**config.mk**
```make
export PLATFORM = sky130hd
export DESIGN_NAME = vl_unit
export DESIGN_NICKNAME = d
export VERILOG_FILES = /design/src/rtl/vl_pkg.sv /design/src/rtl/vl_rule.sv /design/src/rtl/vl_mvl_reg.sv /design/src/rtl/vl_unit.sv
export SDC_FILE = /design/constraint.sdc
export NUM_CORES = 1
export LEC_CHECK = 0
export BUFFER_PORTS_ARGS = -buffer_cell sky130_fd_sc_hd__clkbuf_2
export CORE_MARGIN = 2
export CORE_UTILIZATION = 51
export CTS_CLUSTER_SIZE = 24
export DETAILED_ROUTE_END_ITERATION = 8
export PLACE_DENSITY = 0.81
export SYNTH_ARGS = -nofsm -noshare
export SYNTH_HDL_FRONTEND = slang
export SYNTH_SLANG_ARGS = --single-unit
```
**constraint.sdc**
```tcl
create_clock -name clk_i -period 1 [get_ports clk_i]
set_input_delay 0.2 -clock clk_i [delete_from_list [all_inputs] [get_ports clk_i]]
set_output_delay 0.2 -clock clk_i [all_outputs]
set_load 0.01 [all_outputs]
```
**src/rtl/vl_pkg.sv**
```systemverilog
package vl_pkg;
  typedef enum logic [1:0] {
    OP_SETLEN = 2'd0,
    OP_SWAP_R = 2'd1,
    OP_SWAP_I = 2'd2,
    OP_RSVD   = 2'd3
  } vl_op_e;
endpackage

```
**src/rtl/vl_rule.sv**
```systemverilog
module vl_rule #(
  parameter int XLEN  = 32,
  parameter int IMM_W = 12,
  parameter int VL_W  = $clog2(XLEN + 1)
) (
  input  logic              src_is_zero_i,
  input  logic [XLEN-1:0]   src_val_i,
  input  logic [IMM_W-1:0]  imm_i,
  output logic              trap_o,
  output logic [VL_W-1:0]   vl_o
);
  localparam int DBL_W = IMM_W + 1;
  localparam int CMP_W = (XLEN > DBL_W) ? XLEN + 1 : DBL_W + 1;

  logic [CMP_W-1:0] src_w, imm_w, dbl_w, xlen_w;

  assign src_w  = CMP_W'(src_val_i);
  assign imm_w  = CMP_W'(imm_i);
  assign dbl_w  = CMP_W'({imm_i, 1'b0});
  assign xlen_w = CMP_W'(XLEN);

  assign trap_o = imm_w > xlen_w;

  always_comb begin
    if (src_is_zero_i)        vl_o = VL_W'(imm_w);
    else if (src_w > dbl_w)   vl_o = VL_W'(XLEN);
    else if (src_w > imm_w)   vl_o = VL_W'(src_w >> 1);
    else                      vl_o = VL_W'(src_w);
  end


  always_comb begin
    if (!trap_o && !src_is_zero_i && (src_w > dbl_w))
      clamp_chk: assert (vl_o == VL_W'(XLEN));
  end
endmodule

```
**src/rtl/vl_mvl_reg.sv**
```systemverilog
module vl_mvl_reg #(
  parameter int XLEN = 32
) (
  input  logic            clk_i,
  input  logic            rst_ni,
  input  logic            we_i,
  input  logic [XLEN-1:0] wdata_i,
  output logic [XLEN-1:0] rdata_o
);
  logic [XLEN-1:0] mvl_q;

  always_ff @(posedge clk_i or negedge rst_ni) begin
    if (!rst_ni)   mvl_q <= XLEN'(XLEN);
    else if (we_i) mvl_q <= wdata_i;
  end

  assign rdata_o = mvl_q;


  mvl_hold_chk: assert property (@(posedge clk_i) disable iff (!rst_ni)
    !we_i |=> $stable(mvl_q));
endmodule

```
**src/rtl/vl_unit.sv**
```systemverilog
module vl_unit
  import vl_pkg::*;
#(
  parameter int XLEN   = 32,
  parameter int IMM_W  = 12,
  parameter int IDX_W  = 5,
  parameter int UIMM_W = 5,
  parameter int VL_W   = $clog2(XLEN + 1)
) (
  input  logic              clk_i,
  input  logic              rst_ni,
  input  logic              req_valid_i,
  output logic              req_ready_o,
  input  logic [1:0]        req_op_i,
  input  logic [IDX_W-1:0]  req_dst_i,
  input  logic [IDX_W-1:0]  req_src_idx_i,
  input  logic [XLEN-1:0]   req_src_val_i,
  input  logic [IMM_W-1:0]  req_imm_i,
  output logic              rsp_valid_o,
  output logic              rsp_trap_o,
  output logic              rsp_wb_en_o,
  output logic [IDX_W-1:0]  rsp_dst_o,
  output logic [XLEN-1:0]   rsp_wdata_o,
  output logic [VL_W-1:0]   vl_o,
  output logic [XLEN-1:0]   mvl_o
);
  vl_op_e           op;
  logic             acc;
  logic             rule_trap, trap;
  logic [VL_W-1:0]  rule_vl;
  logic             mvl_we;
  logic [XLEN-1:0]  mvl_wdata, mvl_rdata;
  logic [XLEN-1:0]  wdata_d;

  logic             rsp_valid_q, rsp_trap_q, rsp_wb_en_q;
  logic [IDX_W-1:0] rsp_dst_q;
  logic [XLEN-1:0]  rsp_wdata_q;
  logic [VL_W-1:0]  vl_q;

  assign req_ready_o = 1'b1;
  assign op  = vl_op_e'(req_op_i);
  assign acc = req_valid_i && req_ready_o;

  vl_rule #(.XLEN(XLEN), .IMM_W(IMM_W), .VL_W(VL_W)) u_rule (
    .src_is_zero_i (req_src_idx_i == '0),
    .src_val_i     (req_src_val_i),
    .imm_i         (req_imm_i),
    .trap_o        (rule_trap),
    .vl_o          (rule_vl)
  );

  always_comb begin
    trap      = 1'b0;
    mvl_we    = 1'b0;
    mvl_wdata = req_src_val_i;
    wdata_d   = mvl_rdata;
    unique case (op)
      OP_SETLEN: begin
        trap    = rule_trap;
        wdata_d = XLEN'(rule_vl);
      end
      OP_SWAP_R: mvl_we = acc;
      OP_SWAP_I: begin
        mvl_we    = acc;
        mvl_wdata = XLEN'(req_imm_i[UIMM_W-1:0]);
      end
      default: trap = 1'b1;
    endcase
  end

  vl_mvl_reg #(.XLEN(XLEN)) u_mvl (
    .clk_i   (clk_i),
    .rst_ni  (rst_ni),
    .we_i    (mvl_we),
    .wdata_i (mvl_wdata),
    .rdata_o (mvl_rdata)
  );

  always_ff @(posedge clk_i or negedge rst_ni) begin
    if (!rst_ni) begin
      vl_q        <= VL_W'(1);
      rsp_valid_q <= 1'b0;
      rsp_trap_q  <= 1'b0;
      rsp_wb_en_q <= 1'b0;
      rsp_dst_q   <= '0;
      rsp_wdata_q <= '0;
    end else begin
      rsp_valid_q <= acc;
      if (acc) begin
        rsp_trap_q  <= trap;
        rsp_wb_en_q <= !trap && (req_dst_i != '0);
        rsp_dst_q   <= req_dst_i;
        rsp_wdata_q <= trap ? '0 : wdata_d;
        if (op == OP_SETLEN && !trap) vl_q <= rule_vl;
      end
    end
  end

  assign rsp_valid_o = rsp_valid_q;
  assign rsp_trap_o  = rsp_valid_q && rsp_trap_q;
  assign rsp_wb_en_o = rsp_valid_q && rsp_wb_en_q;
  assign rsp_dst_o   = rsp_dst_q;
  assign rsp_wdata_o = rsp_wdata_q;
  assign vl_o        = vl_q;
  assign mvl_o       = mvl_rdata;


  trap_keeps_vl_chk: assert property (@(posedge clk_i) disable iff (!rst_ni)
    rsp_trap_o |-> $stable(vl_o) && !rsp_wb_en_o);

  dst_zero_no_wb_chk: assert property (@(posedge clk_i) disable iff (!rst_ni)
    rsp_wb_en_o |-> rsp_dst_o != '0);

  one_rsp_chk: assert property (@(posedge clk_i) disable iff (!rst_ni)
    acc |=> rsp_valid_o);

  no_spurious_rsp_chk: assert property (@(posedge clk_i) disable iff (!rst_ni)
    !acc |=> !rsp_valid_o);

  vl_range_chk: assert property (@(posedge clk_i) disable iff (!rst_ni)
    vl_o <= VL_W'(XLEN));

  vl_echo_chk: assert property (@(posedge clk_i) disable iff (!rst_ni)
    (rsp_wb_en_o && $changed(vl_o)) |-> rsp_wdata_o == XLEN'(vl_o));
endmodule

```
== Word-level counts from Yosys, hierarchy flattened ==
Index checks and enable logic that the tools add are counted.

* Register bits: 78
* Input port bits: 59

* Order comparisons: 3
* Equality and inequality tests: 2
* Muxes and demuxes: 8
* Reduce and logical (&&, ||, !) cells: 10

{| class="wikitable"
|+ Operator list
! cell !! count
|-
| $mux W32 || 3
|-
| $gt A32 B12 Y1 || 1
|-
| $gt A32 B13 Y1 || 1
|-
| $mux W6 || 3
|-
| $gt A12 B6 Y1 const B || 1
|-
| $logic_not A5 Y1 || 1
|-
| $reduce_bool A5 Y1 || 1
|-
| $logic_and A1 B1 Y1 || 4
|-
| $eq A2 B1 Y1 const B || 1
|-
| $eq A2 B2 Y1 const B || 1
|-
| $logic_not A2 Y1 || 1
|-
| $pmux W1 S2 || 1
|-
| $reduce_and A2 Y1 || 1
|-
| $reduce_or A2 Y1 || 1
|-
| $logic_not A1 Y1 || 1
|-
| $mux W1 || 1
|}

== Longest topological paths before layout ==
Gate-level depths: netlist of run 1.

* Depth after elaboration: 6
* Mapped depth: 8
* Gate-level depth less buffers: 8

== By module ==
Synthesis of run 1 repeated with hierarchy kept, for this count alone.

* Cells, all modules: 330
* Area total of the unflattened synthesis: 4250.3 sq um

{| class="wikitable"
|+ By module, submodules not included
! module !! times used !! cells each !! area an instance (sq um)
|-
| vl_unit || 1 || 162 || 2108.3
|-
| vl_mvl_reg || 1 || 68 || 1346.3
|-
| vl_rule || 1 || 100 || 795.8
|}

== Worst setup path after synthesis of run 1 ==
Ideal clock, no wire load.

* Path kind: input-to-reg
* Start: input req_imm_i[7]
* End: register rsp_wdata_q[0], in the netlist rsp_wdata_o[0]
* Setup time: 0.132 ns
* Arrival time: 1.641 ns
* Data required time: 0.868 ns
* Path slack: -0.773 ns
* Cell stages on the path: 8
* Cells stage by stage: inv_1 ha_1 a21oi_1 o21ai_0 a221oi_1 nor3_1 o211ai_1 a22oi_1

* Longest elaborated chain between the ends: 6

{| class="wikitable"
|+ Ends and longest elaborated chain
! element !! RTL line !! text
|-
| start, declared || vl_unit.sv:18 || <nowiki>input logic [IMM_W-1:0] req_imm_i,</nowiki>
|-
| $gt A32 B12 Y1 || vl_rule.sv:27 || <nowiki>else if (src_w > imm_w) vl_o = VL_W'(src_w >> 1);</nowiki>
|-
| $mux W6 || vl_rule.sv:27 ||
|-
| $mux W6 || vl_rule.sv:26 || <nowiki>else if (src_w > dbl_w) vl_o = VL_W'(XLEN);</nowiki>
|-
| $mux W6 || vl_rule.sv:25 || <nowiki>if (src_is_zero_i) vl_o = VL_W'(imm_w);</nowiki>
|-
| $mux W32 || vl_unit.sv:57 || <nowiki>unique case (op)</nowiki>
|-
| $mux W32 (*) || vl_unit.sv:93 || <nowiki>rsp_wdata_q <= trap ? '0 : wdata_d;</nowiki>
|-
| end signal, assigned || vl_unit.sv:93 ||
|-
| end, declared || vl_unit.sv:37 || <nowiki>logic [XLEN-1:0] rsp_wdata_q;</nowiki>
|}

Mark *: on every way between the ends. The rest lies on a longest branch, timed or not.
A chain may end at the register's enable or synchronous reset.

== Worst setup path after layout of run 1 ==
* Start: input req_imm_i[6]
* End: register rsp_wdata_q[0], in the netlist rsp_wdata_o[0]

Same word-level chain as after synthesis.

==> results of run 1 <==
-- sequential cells by signal (all words and copies together) (netlist names) --
signal / flops
rsp_dst_o: 5
rsp_trap_q: 1
rsp_valid_o: 1
rsp_wb_en_q: 1
rsp_wdata_o: 32
u_mvl.rdata_o: 32
vl_o: 6
-- power groups by stage --
stage | Clock (mW) | Combinational (mW) | Sequential, mW
after floorplan | 0 | 0.846 | 4.04
after global placement | 0 | 1.99 | 3.88
after detailed placement | 0 | 2.06 | 3.91
after CTS | 2.69 | 2.58 | 3.78
after global routing | 2.80 | 3.36 | 3.85
final | 2.68 | 3.15 | 3.82
-- logic make-up (layout without fill, tap and decap cells) --
group           count (synthesis)  in the layout  share of synthesized area (%)
compound gates                127            127                           20.6
simple gates                  120            120                           16.1
flops                          78             78                           48.3
buf+inv                        41            329                           3.93
fa+ha+maj                      26             26                           8.04
mux                            11             11                           2.87
other cells                     1              1                         0.0926
-- layout make-up --
| class | count | area [um2] |
|---|---|---|
| Timing Repair Buffer | 291 | 2140 |
| Inverter | 22 | 138 |
| Clock buffer | 11 | 141 |
| Clock inverter | 5 | 81.3 |
| Sequential cell | 78 | 1950 |
| Tap cell | 102 | 128 |
| Fill cell | 350 | 865 |
| Multi-Input combinational cell | 285 | 2280 |
-- layer usage --
metal / up-vias / track usage, % / wire length, um
met5: - / 0 / 0
met4: 0 / 13.6 / 880
met3: 92 / 5.72 / 1330
met2: 321 / 53.3 / 8030
met1: 2193 / 38.6 / 5570
li1: 2027 / - / -
-- repair_timing --
| action | in CTS | in global routing |
|---|---|---|
| setup endpoints to repair | 135 | 135 |
| pin swaps | 15 | 23 |
| gates resized for setup | 25 | 93 |
| cloned | 0 | 0 |
| hold buffers | 1 | 0 |
| buffers inserted | 50 | 30 |
| endpoints found under the hold margin | 64 | 0 |
-- how the worst max path moves through the flow --
stage,endpoint,startpoint,cells past startpoint,slack [ns]
global placement,rsp_wdata_o[2]$_DFFE_PN0P_,req_imm_i[10],9,-1.07
detailed placement,rsp_wdata_o[2]$_DFFE_PN0P_,req_imm_i[10],9,-1.14
floorplan,rsp_wdata_o[4]$_DFFE_PN0P_,req_imm_i[10],8,-0.71
global route,rsp_wdata_o[0]$_DFFE_PN0P_,req_src_val_i[8],9,-0.76
finish,rsp_wdata_o[0]$_DFFE_PN0P_,req_imm_i[6],10,-0.72
CTS,rsp_wdata_o[2]$_DFFE_PN0P_,req_imm_i[8],10,-0.61
-- cells in the final DEF, fill, tap and decap left out, drive strengths merged, types with 3 or more instances in the layout --
cell type	synthesis	layout
buf	3	181
clkbuf	16	120
dfrtp	76	76
nand2	47	47
o21ai	41	41
a21oi	29	29
a22o	27	27
nand2b	26	26
ha	26	26
inv	22	23
nor2	10	10
nor4	8	8
mux2i	6	6
a31oi	6	6
o211ai	6	6
a22oi	6	6
nor3	6	6
mux2	5	5
nand3	5	5
nand4	4	4
and3	3	3
a211oi	3	3
-- per-stage QoR --
step	hold WS [ns]	util, %	instances	power (mW)	cell area (um2)
floorplan	-0.0956	-	404	4.88	4290
global placement	0.0910	71.9	698	5.87	5550
detailed placement	0.0910	71.9	698	5.97	5550
CTS	0.0830	81.6	765	9.06	6310
global route	0.0995	88.8	794	10.0	6860
finish	0.0927	88.8	794	9.65	6860
-- worst max-delay path: cells and delay by family --
kind                       cells  cell delay [ns]
adders and majority gates      1             0.25
AOI/OAI and AO/OA              2             0.38
and+or+nand+nor                4             0.79
buffers and inverters          3             0.31
==> results.cfg, run 1 <==
[synth]
ys_seq_area_share_pct = 48.3
syn-num-nets = 489
synth.most_common_cell = dfrtp_1
syn_inst = 404
syn_avg_cell_area_um2 = 10.0
ys_top_cells_by_area = dfrtp_1 (47%), ha_1 (8.0%), a22o_1 (5.8%), o21ai_0 (4.8%), nand2_1 (4.4%)
synth-edff-count = 0
async_flop_share_pct = 100
synth_area_leader_cell = dfrtp_1
synthDistinctLibCells = 50
syn_area_um2 = 4050
ys_top_cells_by_count = dfrtp_1 (76), nand2_1 (47), o21ai_0 (39), a21oi_1 (29), a22o_1 (27)
synth_warnings = 0
yosys_most_used_dff = dfrtp_1
yosysTopAreaCellShare_pct = 47.0
ys_seq_elements = 78

[sta]
fin_ws_ns = -0.718
rsz0062_at_grt = yes
timing.fmax_ghz = 0.582
period_needed_ns = 1.72
setup_tns_ns = -15.59
finalSetupViolCount = 93
drv_slew = 0
min_period_over_period_pct = 172
hold_violations = 0
fin_skew_ns = 0.00721

[detailed_routing]
detail_route.vias_per_cell = 5.84
drc = 0
drt_iter0_markers = 336
ant_nets = 0
drt-wirelength-per-cell_um = 19.9
finalWirelength_mm = 15.8
vias = 4633
first_pass_iters = 7

[worst_setup_path]
max_stage_delay_ns = 0.33
slowest_stage = nor4_4
cp_cell_sequence = buf_6, inv_4, ha_4, nand4_1, nor4_4, buf_4, and3_4, nor3_1, o211ai_1, a22oi_1
r2r_cells = 3
critPathRequiredTime_ns = 1.22
reg2reg_slack_ns = -0.14
end_kind = flip-flop
cp-start-kind = primary input
worst-setup-path-type = in -> reg
rr_startpoint = u_mvl.rdata_o[5]$_DFFE_PN1P_
worstReg2RegEnd = rsp_wdata_o[5]$_DFFE_PN0P_
worstPathMaxFanout = 5
worst_ep_arrival_time_ns = 1.94

[clock_tree]
clockBufferDepth = 2
cts_tree = yes
clk_pin_slew_worst_paths_ns = 0.08
cts_buffers = 9
cts-root-buf = clkbuf_8
cts_max_level = 3
clkSinkCount = 78
clock_latency_ns = 0.35

[die]
num_rows = 32
die_w_um = 93.1
core-area_um2 = 7730
ioPinCount = 138
dieHeight_um = 93.1
start_util_pct = 52.4
fp.dieArea_um2 = 8660

[cells_and_area]
num_antenna_cells = 0
drive_gt1_share_pct = 53.6
nets = 772
syn_to_final_growth_pct = 69.6

[pwr]
power_density_nw_per_um2 = 1410
vdd_drop_max_v = 0.000737
power.internal_mw = 6.67
p_sw_share_pct = 30.9
pwr-share-comb_pct = 32.6
pwr-share-clk_pct = 27.8
p_switching_mw = 2.99
seqPwrFrac_pct = 39.6
p_leak_nw = 3.48

[placed_design]
gp_congestion = 0.938
hpwlAfterDp_mm = 8.91
dp_slack_ns = -1.14
port_buffers = 136

[global_route]
overflow = 0
grt_pass1_vias = 4339
grt_pass1_wl_mm = 21.0
antenna_found_initial = 0
grt_usage_pct = 31.2
grt_max_degree = 65

[status]
violations = negative setup slack
status = complete, but fails checks

[flow_run]
drv_cap = 0

[min_path]
hold_path.class = in -> reg
min_to = rsp_dst_o[3]$_DFFE_PN0P_
hold_depth = 2
hp-start = req_dst_i[3]
Power figures use the tool's default switching activity.
==> run 2: changes to the inputs <==
Settings changed: CORE_UTILIZATION 51 to 45, PLACE_DENSITY 0.81 to 0.73.
==> run 2 against run 1 <==
  * Clock-buffer cell count did not move
  * First-iteration DRC count fell by 29%
  * Setup slack got worse by 0.15 ns
  * Critical endpoint is now rsp_wdata_o[1]$_DFFE_PN0P_
  * Largest cell class unchanged
  * Sequential share of layout area rose by 0.36 points
  * Sequential cell count did not move
  * Final area fell by 1.3%
  * The run still ends with negative setup slack left
  * Highest routed layer unchanged
==> results.cfg, run 2 (same netlist as run 1, synthesis figures left out) <==
[status]
status = complete, but fails checks
violations = negative setup slack

[sta]
period_needed_ns = 1.87
finalSetupViolCount = 92
timing.fmax_ghz = 0.535
rsz0062_at_grt = yes
fin_skew_ns = 0.00867
hold-worst-slack_ns = 0.0962
fin_ws_ns = -0.870
hold_violations = 0
min_period_over_period_pct = 187
drv_slew = 0

[die]
fp.dieArea_um2 = 9770
core-area_um2 = 8720
num_rows = 34
dieHeight_um = 98.8
ioPinCount = 138
start_util_pct = 46.4
die_w_um = 98.8

[worst_setup_path]
worstPathMaxFanout = 5
critPathRequiredTime_ns = 1.21
rr_startpoint = u_mvl.rdata_o[5]$_DFFE_PN1P_
r2r_cells = 4
reg2reg_slack_ns = -0.14
critPathCapture = rsp_wdata_o[1]$_DFFE_PN0P_
worst-setup-path-type = in -> reg
worst_ep_arrival_time_ns = 2.08
crit_path_start = req_imm_i[11]
worstReg2RegEnd = rsp_wdata_o[5]$_DFFE_PN0P_
cp-start-kind = primary input
end_kind = flip-flop

[pwr]
p_switching_mw = 2.84
power_density_nw_per_um2 = 1360
power.internal_mw = 6.35
seqPwrFrac_pct = 41.4
pwr-share-comb_pct = 32.4
pwr-share-clk_pct = 26.3
p_leak_nw = 3.47
vdd_drop_max_v = 0.000815
p_sw_share_pct = 30.9

[global_route]
antenna_found_initial = 0
grt_max_degree = 65
grt_pass1_vias = 4457
overflow = 0
grt_usage_pct = 27.3
grt_pass1_wl_mm = 21.3

[cells_and_area]
syn_to_final_growth_pct = 67.4
fin_cells = 807
nets = 779
fillers = 572
drive_gt1_share_pct = 54.5
final_cell_mix = buf_4 (152), clkbuf_2 (120), dfrtp_1 (76)
layout_commonest_cell = buf_4
num_antenna_cells = 0

[placed_design]
port_buffers = 136
dpl.cell_count = 712
hpwlAfterDp_mm = 9.24
gp_congestion = 0.968

[clock_tree]
clkSinkCount = 78
cts_tree = yes
clockBufferDepth = 2
clk_pin_slew_worst_paths_ns = 0.08
clock_latency_ns = 0.35
cts_max_level = 3
cts_buffers = 9
cts-root-buf = clkbuf_8

[detailed_routing]
finalWirelength_mm = 14.2
detail_route.vias_per_cell = 5.51
drc = 0
drt_iter0_markers = 240
drt-wirelength-per-cell_um = 17.6
vias = 4450
ant_nets = 0
first_pass_iters = 5

[min_path]
hold_path.class = in -> reg

[flow_run]
drv_cap = 0
## run 2: through the flow
step	power [mW]	worst slack (ns)	util [%]	instance area, um2	TNS [ns]
finish	9.19	-0.870	77.7	6780	-15.96
detailed placement	5.99	-1.18	64.2	5600	-40.95
CTS	8.91	-0.660	74.4	6490	-14.74
floorplan	4.88	-0.713	-	4290	-12.10
global route	9.64	-0.901	77.7	6780	-19.37
global placement	5.90	-1.08	64.2	5600	-38.14
## run 2: worst min path at each step
stage                       from                     endpoint  slack, ns  depth (start not counted)
floorplan                 rst_ni     rsp_dst_o[0]$_DFFE_PN0P_       -0.1                          0
global placement          rst_ni  rsp_wdata_o[16]$_DFFE_PN0P_        0.1                          1
detailed placement        rst_ni   rsp_wdata_o[2]$_DFFE_PN0P_       0.11                          1
CTS                 req_dst_i[2]     rsp_dst_o[2]$_DFFE_PN0P_       0.09                          2
global route        req_dst_i[2]     rsp_dst_o[2]$_DFFE_PN0P_        0.1                          2
finish              req_dst_i[2]     rsp_dst_o[2]$_DFFE_PN0P_        0.1                          2
## run 2: critical path: stages
cell	delay (ns)
clkbuf_8	0.12
inv_4	0.05
ha_4	0.19
buf_4	0.14
a21oi_4	0.12
o211ai_1	0.20
a221oi_4	0.38
buf_4	0.19
nor3_2	0.04
o211ai_1	0.30
a22oi_1	0.15
## run 2: cell type report
class	instances	area, um2	area share (%)
Multi-Input combinational cell	285	2280	33.7
Timing Repair Buffer	298	2080	30.7
Sequential cell	78	1950	28.8
Clock buffer	11	141	2.09
Tap cell	108	135	1.99
Inverter	22	125	1.85
Clock inverter	5	58.8	0.868
## run 2: what timing repair did
item / CTS / global route
buffers inserted: 57 / 23
endpoints found under the setup margin: 150 / 135
hold buffers: 1 / 0
pin swaps: 16 / 14
gates cloned: 0 / 0
resized for setup: 41 / 37
hold endpoints to repair: 15 / 0
## run 2: power by group through the flow
stage / Clock (mW) / Combinational [mW] / Sequential (mW)
final: 2.41 / 2.97 / 3.80
after global routing: 2.58 / 3.22 / 3.84
after CTS: 2.44 / 2.68 / 3.78
after floorplan: 0 / 0.846 / 4.04
after detailed placement: 0 / 2.08 / 3.90
after global placement: 0 / 2.02 / 3.88
## run 2: per-layer routing
layer | routed length (um) | vias up | GRT usage [%]
li1 | - | 2045 | -
met1 | 5460 | 2110 | 33.5
met2 | 7160 | 236 | 47.8
met3 | 988 | 59 | 4.82
met4 | 567 | 0 | 10.5
met5 | 0 | - | 0
==> run 3: changes to the inputs <==
Clock period 1 ns to 2.35 ns, I/O delays scaled along.
==> run 3 against run 2 <==
  * The flow now finishes without violations
  * Clock power down 58%
  * Clock-buffer cell count down 2
  * First-iteration DRC count down 28%
  * Setup slack better by 1.0 ns
  * Via count down 18%
  * Sequential share of layout area up 9.0 points
  * Hold slack better by 0.043 ns
  * Clock skew down 0.00056 ns
  * Register-to-register slack better by 1.5 ns
==> results.cfg, run 3 (same netlist as run 1, synthesis figures left out) <==
[cells_and_area]
num_antenna_cells = 0
stdcell_area_um2 = 5170
final_cell_mix = clkbuf_2 (135), dfrtp_1 (76), nand2_1 (46)
fillers = 766
nets = 639
syn_to_final_growth_pct = 27.7
drive_gt1_share_pct = 35.2
layout_commonest_cell = clkbuf_2

[die]
core-area_um2 = 8720
ioPinCount = 138
dieHeight_um = 98.8
num_rows = 34
die_w_um = 98.8
start_util_pct = 46.4
fp.dieArea_um2 = 9770

[sta]
timing.fmax_ghz = 0.456
fin_skew_ns = 0.00811
finalSetupViolCount = 0
fin_ws_ns = 0.157
min_period_over_period_pct = 93.3
hold_violations = 0
rsz0062_at_grt = no
period_needed_ns = 2.19
drv_slew = 0
slew_headroom_pct = 52.4
worstMarginPinSlew_ns = 0.715
setup_tns_ns = 0

[clock_tree]
clkSinkCount = 78
cts_max_level = 3
cts_buffers = 9
cts_tree = yes
ctsResizeCount = 0
postCtsSetupBuffers = 0
clock_latency_ns = 0.36
clk_pin_slew_worst_paths_ns = 0.08
clockBufferDepth = 2
ctsHoldBuffers = 0
cts-root-buf = clkbuf_8

[worst_setup_path]
worst-setup-path-type = in -> reg
critical_path.top_delay_family = compound AO/OA/AOI/OAI gates
max_stage_delay_ns = 0.68
crit_path_start = req_imm_i[7]
end_kind = flip-flop
worst_ep_arrival_time_ns = 2.42
crit_buf_inv = 2
slowest_stage = a221oi_1
critPathRequiredTime_ns = 2.58
rr_startpoint = u_mvl.rdata_o[5]$_DFFE_PN1P_
worstPathMaxFanout = 5
cp-start-kind = primary input
cp_cell_sequence = clkbuf_2, inv_1, ha_1, a21oi_1, o21ai_0, a221oi_1, nor3_1, o211ai_1, a22oi_1

[global_route]
grt.busiest_layer = met2
antenna_found_initial = 0
grt_max_degree = 65
grt_util_met3_pct = 4.40
overflow = 0
gr-usage-met1_pct = 31.3
grt_pass1_wl_mm = 17.5
grt_usage_pct = 22.2
grt_pass1_vias = 3523
met2_usage_pct = 34.8

[placed_design]
port_buffers = 136
hpwlAfterDp_mm = 8.27
gp_congestion = 0.907
placed_area_um2 = 4970
dp_slack_ns = -0.162

[pwr]
vdd_drop_max_v = 0.000324
p_sw_share_pct = 31.4
p_leak_nw = 2.70
pwr-share-clk_pct = 29.9
seqPwrFrac_pct = 48.2
power_density_nw_per_um2 = 657
power.internal_mw = 2.33
p_switching_mw = 1.06
pwr-share-comb_pct = 21.9

[detailed_routing]
first_pass_iters = 4
ant_nets = 0
detail_route.vias_per_cell = 5.47
vias = 3647
finalWirelength_mm = 10.6
drt-wirelength-per-cell_um = 15.9
drc = 0
drt_iter0_markers = 174

[status]
status = finished clean

[min_path]
hold_path.class = in -> async

[flow_run]
drv_cap = 0
run 3: changes by cell type in the layout (fill, tap and decap cells not counted), moves of 4 or more:
cell | previous run | this run
ha_1 | 13 | 26
a21oi_1 | 20 | 29
o21ai_1 | 33 | 1
clkbuf_8 | 13 | 9
inv_1 | 13 | 21
a21oi_2 | 8 | 0
buf_6 | 14 | 0
ha_4 | 13 | 0
clkbuf_2 | 120 | 135
buf_4 | 152 | 22
o21ai_0 | 6 | 39
run 3: cell type report:
cell class,count,area (um2),share of cell area [%]
clock buffers,9,124,2.40
repair buffers,158,861,16.7
well taps,108,135,2.61
clock inverters,7,73.8,1.43
multi-input cells,285,1940,37.5
flip-flops and latches,78,1950,37.8
inverters,22,82.6,1.60
run 3: worst paths after layout:
path                                               end  depth (start not counted)  slack (ns)
setup / recovery            rsp_wdata_o[3]$_DFFE_PN0P_                          9        0.16
hold / removal             rsp_wdata_o[16]$_DFFE_PN0P_                          1        0.14
setup reg to reg            rsp_wdata_o[5]$_DFFE_PN0P_                          3        1.31
hold reg to reg            rsp_wdata_o[22]$_DFFE_PN0P_                          1        0.51
max in group asynchronous          vl_o[0]$_DFFE_PN1P_                          2        1.55
min in group clk_i            rsp_dst_o[4]$_DFFE_PN0P_                          2        0.36
run 3: power by group through the flow:
| stage | clock network (mW) | registers [mW] | logic (mW) |
|---|---|---|---|
| finish | 1.02 | 1.63 | 0.743 |
| global route | 1.09 | 1.66 | 0.831 |
| CTS | 1.03 | 1.64 | 0.753 |
| detailed placement | 0 | 1.66 | 0.752 |
| global placement | 0 | 1.66 | 0.735 |
| floorplan | 0 | 1.72 | 0.303 |
run 3: per-stage QoR:
step	hold slack (ns)	total power, mW	std cells	util [%]
2_1_floorplan	0.174	2.02	404	-
3_3_place_gp	0.485	2.39	651	57.0
3_5_place_dp	0.492	2.41	651	57.0
4_1_cts	0.159	3.42	667	59.3
5_1_grt	0.183	3.58	667	59.3
6_report	0.139	3.39	667	59.3
run 3: metal layers:
| layer | wire length, um | share of wire [%] | up-vias |
|---|---|---|---|
| met2 | 4960 | 47 | 154 |
| met3 | 834 | 7.8 | 12 |
| met5 | 0 | 0 | - |
| li1 | - | - | 1759 |
| met1 | 4690 | 44 | 1722 |
| met4 | 150 | 1.4 | 0 |
